--- src/rtl/txn_status_fsm.sv ---
module txn_status_fsm #(
  parameter int DEPTH_W = 4
) (
  input  logic               clk,
  input  logic               rst_n,
  input  logic               begin_i,
  input  logic               end_i,
  input  logic               evict_i,
  input  logic               suspend_i,
  input  logic               resume_i,
  input  logic               abort_req_i,
  input  logic [2:0]         abort_expect_i,
  input  logic               commit_done_i,
  input  logic               abort_done_i,
  output logic [2:0]         state_o,
  output logic               committed_o,
  output logic               no_abort_o,
  output logic [DEPTH_W-1:0] depth_o,
  output logic               err_o,
  output logic               abort_ok_o,
  output logic               abort_fail_o
);
  localparam logic [2:0] NONT = 3'd0, RAL = 3'd1, RAO = 3'd2, RSO = 3'd3,
                         BAO  = 3'd4, BSO = 3'd5, CAO = 3'd6;
  localparam logic [DEPTH_W-1:0] DMAX = '1;
  localparam logic [DEPTH_W-1:0] DONE = DEPTH_W'(1);

  logic [2:0]         state_q, state_n;
  logic [DEPTH_W-1:0] depth_q, depth_n;
  logic               pend_q, pend_n;
  logic               err_q, err_n, ok_q, ok_n, fail_q, fail_n;
  logic               running, cas_hit, any_local;

  assign running   = (state_q == RAL) || (state_q == RAO) || (state_q == RSO);
  assign cas_hit   = abort_req_i && (abort_expect_i == state_q) && running;
  assign any_local = begin_i | end_i | evict_i | suspend_i | resume_i |
                     commit_done_i | abort_done_i;

  always_comb begin
    state_n = state_q;
    depth_n = depth_q;
    pend_n  = pend_q;
    err_n   = 1'b0;
    ok_n    = abort_req_i && cas_hit;
    fail_n  = abort_req_i && !cas_hit;
    if (pend_q) begin
      if (cas_hit) state_n = BAO;
      else begin
        state_n = (state_q == RAO) ? RSO : BSO;
        pend_n  = 1'b0;
      end
      err_n = any_local;
    end else if (cas_hit) begin
      case (state_q)
        RAL: begin state_n = NONT; depth_n = '0; end
        RAO: state_n = BAO;
        default: state_n = BSO;
      endcase
    end else if (resume_i) begin
      if (state_q == RSO)      state_n = RAO;
      else if (state_q == BSO) state_n = BAO;
      else                     err_n = 1'b1;
    end else if (suspend_i) begin
      case (state_q)
        RAL: begin state_n = RAO; pend_n = 1'b1; end
        RAO: state_n = RSO;
        BAO: state_n = BSO;
        default: err_n = 1'b1;
      endcase
    end else if (evict_i) begin
      if (state_q == RAL)      state_n = RAO;
      else if (state_q != RAO) err_n = 1'b1;
    end else if (end_i) begin
      if ((state_q == RAL || state_q == RAO) && depth_q != '0) begin
        if (depth_q != DONE) depth_n = depth_q - DONE;
        else begin
          state_n = (state_q == RAL) ? NONT : CAO;
          depth_n = '0;
        end
      end else err_n = 1'b1;
    end else if (begin_i) begin
      if (state_q == NONT) begin
        state_n = RAL;
        depth_n = DONE;
      end else if ((state_q == RAL || state_q == RAO) && depth_q != DMAX)
        depth_n = depth_q + DONE;
      else err_n = 1'b1;
    end else if (commit_done_i) begin
      if (state_q == CAO) begin state_n = NONT; depth_n = '0; end
      else err_n = 1'b1;
    end else if (abort_done_i) begin
      if (state_q == BAO) begin state_n = NONT; depth_n = '0; end
      else err_n = 1'b1;
    end
  end

  always_ff @(posedge clk or negedge rst_n) begin
    if (!rst_n) begin
      state_q <= NONT;
      depth_q <= '0;
      pend_q  <= 1'b0;
      err_q   <= 1'b0;
      ok_q    <= 1'b0;
      fail_q  <= 1'b0;
    end else begin
      state_q <= state_n;
      depth_q <= depth_n;
      pend_q  <= pend_n;
      err_q   <= err_n;
      ok_q    <= ok_n;
      fail_q  <= fail_n;
    end
  end

  assign state_o      = state_q;
  assign depth_o      = depth_q;
  assign err_o        = err_q;
  assign abort_ok_o   = ok_q;
  assign abort_fail_o = fail_q;
  assign committed_o  = (state_q == CAO);
  assign no_abort_o   = !running;

  assert_legal_code_R2: assert property (@(posedge clk) disable iff (!rst_n)
    state_q <= CAO);
  assert_nont_depth_R3: assert property (@(posedge clk) disable iff (!rst_n)
    (state_q == NONT) |-> (depth_q == '0));
  assert_flush_swap_R6: assert property (@(posedge clk) disable iff (!rst_n)
    (pend_q && state_q == RAO && !(abort_req_i && abort_expect_i == RAO))
      |=> (state_q == RSO));
  assert_resume_aborted_R7: assert property (@(posedge clk) disable iff (!rst_n)
    (state_q == BSO && resume_i) |=> (state_q == BAO));
  assert_mismatch_fails_R9: assert property (@(posedge clk) disable iff (!rst_n)
    (abort_req_i && abort_expect_i != state_q) |=> (abort_fail_o && !abort_ok_o));
  assert_commit_refuses_R9: assert property (@(posedge clk) disable iff (!rst_n)
    (state_q == CAO && abort_req_i) |=> (abort_fail_o && state_q == CAO));
  assert_commit_hold_R10: assert property (@(posedge clk) disable iff (!rst_n)
    (state_q == CAO && !commit_done_i) |=> (state_q == CAO));
endmodule

--- config.mk ---
export PLATFORM = sky130hd
export DESIGN_NAME = txn_status_fsm
export DESIGN_NICKNAME = d
export VERILOG_FILES = /design/src/rtl/txn_status_fsm.sv
export SDC_FILE = /design/constraint.sdc
export NUM_CORES = 1
export LEC_CHECK = 0
export BUFFER_PORTS_ARGS = -buffer_cell sky130_fd_sc_hd__buf_2
export CORE_UTILIZATION = 52
export CTS_CLUSTER_SIZE = 10
export DETAILED_ROUTE_END_ITERATION = 7
export HOLD_SLACK_MARGIN = 0.08
export PLACE_DENSITY = 0.82
export SLEW_MARGIN = 20
export SYNTH_ARGS = -nofsm -noshare
export SYNTH_HDL_FRONTEND = slang
export SYNTH_SLANG_ARGS = --single-unit
--- constraint.sdc ---
create_clock -name clk -period 2.5 [get_ports clk]
set_input_delay 0.625 -clock clk [delete_from_list [all_inputs] [get_ports clk]]
set_output_delay 0.625 -clock clk [all_outputs]
set_load 0.005 [all_outputs]
==> out/results.ini, run 1 <==
[critical_path]
critPathMaxStageDelay_ns = 0.48
critPathMaxFanout = 5
cpMostUsedCell = a211oi_2
arrival_ns = 2.48
slowest_stage = or3b_2
endpoint_kind = flop
start_kind = flop
crit_path_cell_trace = inv_1, ha_1, or3b_2, nand3_1, o311ai_4, a211oi_2, and4b_4, a211oi_2
crit_type = flop to flop
cp.required_ns = 2.63

[drt]
drt_iter0_drc = 42
vias = 1310
drtAntennaViolNets = 0
drc = 0
wl_per_cell_um = 16.7
via_per_inst = 6.39
wirelength_um = 3420
dr.pass1.iters = 4

[sta]
rsz0062_at_grt = false
tns_ns = 0
max-slew-margin-rel_pct = 64.7
final_hold_viol_count = 0
slew_violations = 0
setup_violations = 0
clock.fmax_mhz = 426
worst_pin_slew_ns = 0.529
min_period_over_period_pct = 93.8
fin_crit_ns = 2.35
fin_skew_ns = 0.000532

[power]
leakagePower_nw = 0.635
pwr_density_cell_mw_per_mm2 = 995
ir_worst_vdd_mv = 0.640

[global_routing]
grt_max_degree = 13
grt_pass1_wl_um = 5620
antenna_found_initial = 0
track_usage_pct = 27.0
grt_pass1_vias = 1146
grt_overflow_total = 0

[yosys]
ys_types = 66
synth_edf_count = 0
synth.most_common_cell = nand2_1
synth.cell_area_mm2 = 0.00132
synth-async-reset-ratio_pct = 100
syn_area_per_cell_um2 = 8.65
netlist.area_leader.share_pct = 20.9
synth_warnings = 0
ys_seq_elements = 11
synth_nets = 169
synthCells = 152
synth_area_leaders = dfrtp_1, buf_6, nand3_1
synthFlopType = dfrtp_1
synth_top_area_cell = dfrtp_1
synthTopCellsByCount = nand2_1, dfrtp_1, nand3_1
ys_seq_area_share_pct = 20.9

[run_status]
outcome = finished, final reports clean

[layout]
finalNonFillerCells = 205
multi_input_area_um2 = 916
drive_gt1_share_pct = 33.9
n_fill_cell = 202
nets = 195
regArea_um2 = 275
diodes = 0
syn_to_final_growth_pct = 11.2
final_area_mm2 = 0.00146
post-route-util_pct = 63.7

[floorplan]
dieArea_mm2 = 0.00273
initial_core_util_pct = 57.2
dieHeight_um = 52.3
ios = 25
rows = 17
die_x_um = 52.3
coreArea_mm2 = 0.00230

[clocking]
cts_buffers = 3
cts.htree.levels = 1
clockRootBuffer = clkbuf_4
clock_sinks = 11
cts_hold_buffers = 0
clockBufferDepth = 2
cts_resized = 0
clk_pin_slew_ns = 0.07
post_cts_buffers = 0
clk_latency_ns = 0.26
cts_tree = built

[placement]
io_buffer_count = 24
dp_hpwl_um = 2640
dpl.cell_count = 201
post_dp_cell_area_mm2 = 0.00144
gp_congestion = 0.945

[min_path]
hp-class = input port to asynchronous set/reset pin

[flow_run]
drv_cap = 0

[placed cells by master (no fill, tap or decap), types with 3 or more instances in the layout]
cell type  count
a21oi_1        5
buf_2         24
buf_4          8
clkbuf_4       3
dfrtp_1       11
ha_1           4
inv_1          7
nand2_1       13
nand2b_1       3
nand3_1       11
nor2_1         9
nor3_1         3
o21ai_0        5
o21ai_1        3
or3_1          3
xnor2_1        3
[stage by stage]
stage	hold slack, ns	power [mW]	setup slack (ns)
after floorplan	0.329	1.11	0.340
after global placement	0.493	1.30	0.233
after detailed placement	0.503	1.32	0.142
after CTS	0.223	1.44	0.165
after global routing	0.220	1.57	0.0661
final	0.216	1.46	0.155
[layer usage]
layer / GRT usage (%) / routed length (um) / vias up
met5: 0 / 0 / -
met4: 7.89 / 35 / 0
met3: 2.90 / 360 / 6
met2: 37.8 / 1500 / 84
met1: 41.9 / 1530 / 596
li1: - / - / 624
[power by group]
part	internal (mW)	switching, mW
sequential	0.239	0.152
combinational	0.456	0.492
clock	0.0616	0.0537
total	0.757	0.698
[final timing paths]
kind | slack, ns | from | depth (start not counted) | endpoint
worst max register to register | 0.15 | depth_o[1] | 8 | state_o[2]
worst min register to register | 0.63 | depth_o[1] | 2 | depth_o[1]
max in group asynchronous | 2.09 | rst_n | 1 | abort_fail_o
worst max-delay path | 0.15 | depth_o[1] | 8 | state_o[2]
worst min-delay path | 0.22 | rst_n | 1 | depth_o[0]
min in group clk | 0.62 | abort_req_i | 2 | abort_fail_o
[cell families after synthesis]
| group | share of synthesized area [%] |
|---|---|
| simple gates | 31.6 |
| compound gates | 30.1 |
| buf+inv | 9.42 |
| flops | 20.9 |
| fa+ha+maj | 4.57 |
| xor+xnor | 2.66 |
| mux | 0.761 |
[state kept, by name, summed over array words and instances, names as in the netlist]
signal        cells
depth_o           4
state_o           3
abort_fail_o      1
abort_ok_o        1
err_o             1
pend_q            1
[worst max-delay path, delay by kind of cell (launching register included)]
family / cells / cell delay (ns)
flip-flops: 1 / 0.44
buffers and inverters: 1 / 0.14
adder cells (fa/ha/maj): 1 / 0.18
AND/OR/NAND/NOR: 3 / 0.93
AO/OA/AOI/OAI: 3 / 0.53
[final cells by class]
type	instances	share of cell area [%]
Clock buffer	4	1.80
Inverter	8	2.05
Multi-Input combinational cell	122	62.6
Sequential cell	11	18.8
Tap cell	28	2.40
Timing Repair Buffer	32	12.3
No activity file was read; power rests on OpenSTA's default activity.
==> run 2, diff against run 1 <==
Settings changed: CORE_UTILIZATION 52 to 50, PLACE_DENSITY 0.82 to 0.79.
==> run 2 against run 1 <==
  * Clock skew rose by 0.0017 ns
  * Global-route usage fell by 2.3 points
  * Non-clock buffer count fell by 2
  * Fmax rose by 0.19%
  * Largest cell class unchanged
==> out/results.ini, run 2 (synthesis results as in run 1) <==
[clocking]
cts_tree = built
cts.htree.levels = 1
post_cts_buffers = 0
cts_resized = 0
cts_buffers = 3
clock_sinks = 11
clockRootBuffer = clkbuf_4
clk_pin_slew_ns = 0.07
clockBufferDepth = 2
cts_hold_buffers = 0
clk_latency_ns = 0.26

[sta]
slew_violations = 0
fin_crit_ns = 2.34
final.setup.worst_slack_ns = 0.159
tns_ns = 0
final_hold_viol_count = 0
min_period_over_period_pct = 93.6
setup_violations = 0
clock.fmax_mhz = 427
worst_pin_slew_ns = 0.519
rsz0062_at_grt = false
max-slew-margin-rel_pct = 65.4
fin_skew_ns = 0.00219
hold_slack_ns = 0.221

[run_status]
outcome = finished, final reports clean

[placement]
dp_hpwl_um = 2720
io_buffer_count = 24
dpl.cell_count = 201
gp_congestion = 0.944
pre_cts_ws_ns = 0.166
post_dp_cell_area_mm2 = 0.00142

[layout]
post-route-util_pct = 58.5
n_fill_cell = 231
syn_to_final_growth_pct = 10.3
finalNonFillerCells = 205
largest_reg_flops = 4
drive_gt1_share_pct = 33.1
nets = 193
diodes = 0
final_cell_mix = buf_2, nand2_1, nand3_1, dfrtp_1, nor2_1
mostFrequentLayoutCell = buf_2
final_area_mm2 = 0.00145

[critical_path]
worstReg2RegEnd = state_o[2]
r2r_slack_ns = 0.16
endpoint_kind = flop
cp.required_ns = 2.63
slowest_stage = dfrtp_1
cp_num_cells = 8
start_kind = flop
reg2reg_depth = 8
crit_type = flop to flop
critPathMaxFanout = 10
r2r_start = depth_o[0]
critPathBufInv = 1
arrival_ns = 2.47
crit_path_cell_trace = inv_1, ha_1, or3b_4, nor4bb_4, o311ai_4, nor2_1, a2111oi_2, a211oi_2
critPathMaxStageDelay_ns = 0.49
cp_top_family = compound AO/OA/AOI/OAI gates

[floorplan]
rows = 18
coreArea_mm2 = 0.00248
dieArea_mm2 = 0.00284
dieHeight_um = 53.3
ios = 25
die_x_um = 53.3
initial_core_util_pct = 53.1

[drt]
wl_per_cell_um = 17.1
vias = 1332
dr.pass1.iters = 4
wirelength_um = 3500
drc = 0
drtAntennaViolNets = 0
drt_iter0_drc = 95
via_per_inst = 6.50

[power]
leakagePower_nw = 0.625
total_power_mw = 1.45
pwr_density_cell_mw_per_mm2 = 997
ir_worst_vdd_mv = 0.650

[min_path]
hp-class = input port to asynchronous set/reset pin

[global_routing]
busiest_layer = met2
grt_use_met3_pct = 1.72
grt_overflow_total = 0
track_usage_pct = 24.6
grt.met2_usage_pct = 39.6
antenna_found_initial = 0
grt_use_met1_pct = 34.8
grt_pass1_vias = 1099
grt_max_degree = 14
grt_pass1_wl_um = 5160

[flow_run]
drv_cap = 0

run 2: cell types whose count changed in the layout (fill, tap and decap cells not counted), sizes merged:
cell	delta
buf	-2
run 2: cell type report:
type	instances	area (um^2)	share of cell area [%]
clock buffers	4	26.3	1.81
inverters	8	30.0	2.07
repair buffers	30	165	11.4
multi-input cells	122	916	63.2
well taps	30	37.5	2.59
flip-flops and latches	11	275	19.0
run 2: where the power goes:
part	switching, mW	total, mW	internal (mW)
Sequential	0.168	0.407	0.239
Combinational	0.475	0.923	0.448
Clock	0.0546	0.116	0.0615
Total	0.697	1.45	0.748
run 2: worst max path at each step:
stage,from,end,slack [ns]
after floorplan,depth_o[0],state_o[2],0.34
after global placement,resume_i,state_o[2],0.21
after detailed placement,end_i,state_o[2],0.17
after CTS,depth_o[0],state_o[2],0.18
after global routing,depth_o[0],state_o[2],0.04
final,depth_o[0],state_o[2],0.16
run 2: per-layer routing:
layer | part of all wire, % | vias up | wire, um
met5 | 0 | - | 0
li1 | - | 621 | -
met4 | 0.51 | 0 | 18
met2 | 48 | 81 | 1670
met1 | 43 | 628 | 1490
met3 | 9.1 | 2 | 317
==> run 3, diff against run 2 <==
Settings changed: PLACE_DENSITY 0.79 to 0.71.
==> run 3 against run 2 <==
  * Critical path depth did not move
  * Clock-buffer cell count unchanged
  * Highest routed layer unchanged
  * Die area unchanged
  * Largest power group unchanged
==> out/results.ini, run 3 (synthesis results as in run 1) <==
[critical_path]
worstReg2RegEnd = state_o[2]
crit_type = flop to flop
r2r_start = depth_o[0]
critPathMaxFanout = 10
reg2reg_depth = 8
arrival_ns = 2.50
start_kind = flop
r2r_slack_ns = 0.13
cp.required_ns = 2.64
endpoint_kind = flop

[drt]
wirelength_um = 3430
wl_per_cell_um = 16.3
drtAntennaViolNets = 0
drc = 0
via_per_inst = 6.44
vias = 1358
drt_iter0_drc = 68
dr.pass1.iters = 4

[layout]
post-route-util_pct = 60.4
diodes = 0
final_cell_mix = buf_2, nand2_1, buf_4, nand3_1, dfrtp_1
syn_to_final_growth_pct = 13.7
nets = 199
drive_gt1_share_pct = 35.4
mostFrequentLayoutCell = buf_2
largest_reg_flops = 4

[flow_run]
drv_cap = 0

[global_routing]
track_usage_pct = 28.0
grt.met2_usage_pct = 42.3
grt_overflow_total = 0
antenna_found_initial = 0
busiest_layer = met2
grt_pass1_vias = 1153
grt_max_degree = 13
grt_use_met3_pct = 3.45
grt_use_met1_pct = 38.5
grt_pass1_wl_um = 5750

[sta]
max-slew-margin-rel_pct = 66.7
final_hold_viol_count = 0
rsz0062_at_grt = false
setup_violations = 0
min_period_over_period_pct = 94.8
fin_crit_ns = 2.37
clock.fmax_mhz = 422
worst_pin_slew_ns = 0.499
slew_violations = 0
fin_skew_ns = 0.00485
tns_ns = 0

[power]
leakagePower_nw = 0.653
p_int_uw = 770
power_frac_comb_pct = 65.7
netSwitchingPower_uw = 690
pwr_density_cell_mw_per_mm2 = 977
clkPwrFrac_pct = 8.1
swShare_pct = 47.2
power_frac_seq_pct = 26.2
ir_worst_vdd_mv = 0.512

[clocking]
post_cts_buffers = 0
clk_pin_slew_ns = 0.07
cts_buffers = 3
clockRootBuffer = clkbuf_4
clock_sinks = 11
cts_hold_buffers = 0
cts_tree = built
clk_latency_ns = 0.26
cts.htree.levels = 1
clockBufferDepth = 2
cts_resized = 0

[floorplan]
coreArea_mm2 = 0.00248
dieHeight_um = 53.3
dieArea_mm2 = 0.00284
die_x_um = 53.3
rows = 18
initial_core_util_pct = 53.1
ios = 25

[placement]
gp_congestion = 0.915
dp_hpwl_um = 2750
io_buffer_count = 24

[run_status]
outcome = finished, final reports clean

[min_path]
hp-class = input port to asynchronous set/reset pin

==> run 3: cell count changes in the layout (fill, tap and decap cells not counted), sizes merged <==
cell,previous run,this run
buf,30,36
==> run 3: final cells by class <==
class                   instances  area [um^2]
clock buffers                   4         26.3
fillers                       232          982
inverters                       8         30.0
multi-input cells             122          916
flip-flops and latches         11          275
well taps                      30         37.5
repair buffers                 36          210
==> run 3: routing by layer <==
metal	routed length [um]	up-vias
li1	-	635
met1	1490	638
met2	1620	75
met3	263	10
met4	54	0
met5	0	-
==> run 3: power by group through the flow <==
stage               sequential [mW]  combinational [mW]  clock, mW
global placement              0.374               0.944          0
CTS                           0.379               0.957      0.123
global route                  0.404                1.06      0.139
detailed placement            0.380               0.955          0
finish                        0.382               0.960      0.118
floorplan                     0.309               0.798          0
==> run 3: per-stage QoR <==
stage          instance area (um^2)  setup WS, ns  hold WS (ns)  std cells  power, mW
4_1_cts                        1500         0.145         0.215        211       1.46
2_1_floorplan                  1320         0.340         0.329        152       1.11
5_1_grt                        1500        0.0172         0.210        211       1.61
6_report                       1500         0.130         0.210        211       1.46
3_5_place_dp                   1470         0.163         0.505        207       1.34
3_3_place_gp                   1470         0.212         0.498        207       1.32
==> run 3: worst max-delay path, cell delays in order, from the launching register on <==
cell and delay (ns):
dfrtp_1 0.54, inv_1 0.11, ha_1 0.21, or3b_4 0.24, nor4bb_4 0.34, o311ai_4 0.15, a211oi_2 0.33, and4b_4 0.28
a211oi_2 0.04
==> run 3: worst max path at each step <==
stage                     depth (start not counted)          to       start  slack (ns)
after global placement                            8  state_o[2]  depth_o[0]        0.21
final                                             8  state_o[2]  depth_o[0]        0.13
after floorplan                                   8  state_o[2]  depth_o[0]        0.34
after global routing                              8  state_o[2]  depth_o[0]        0.02
after CTS                                         8  state_o[2]  depth_o[0]        0.15
after detailed placement                          6  depth_o[0]    resume_i        0.16
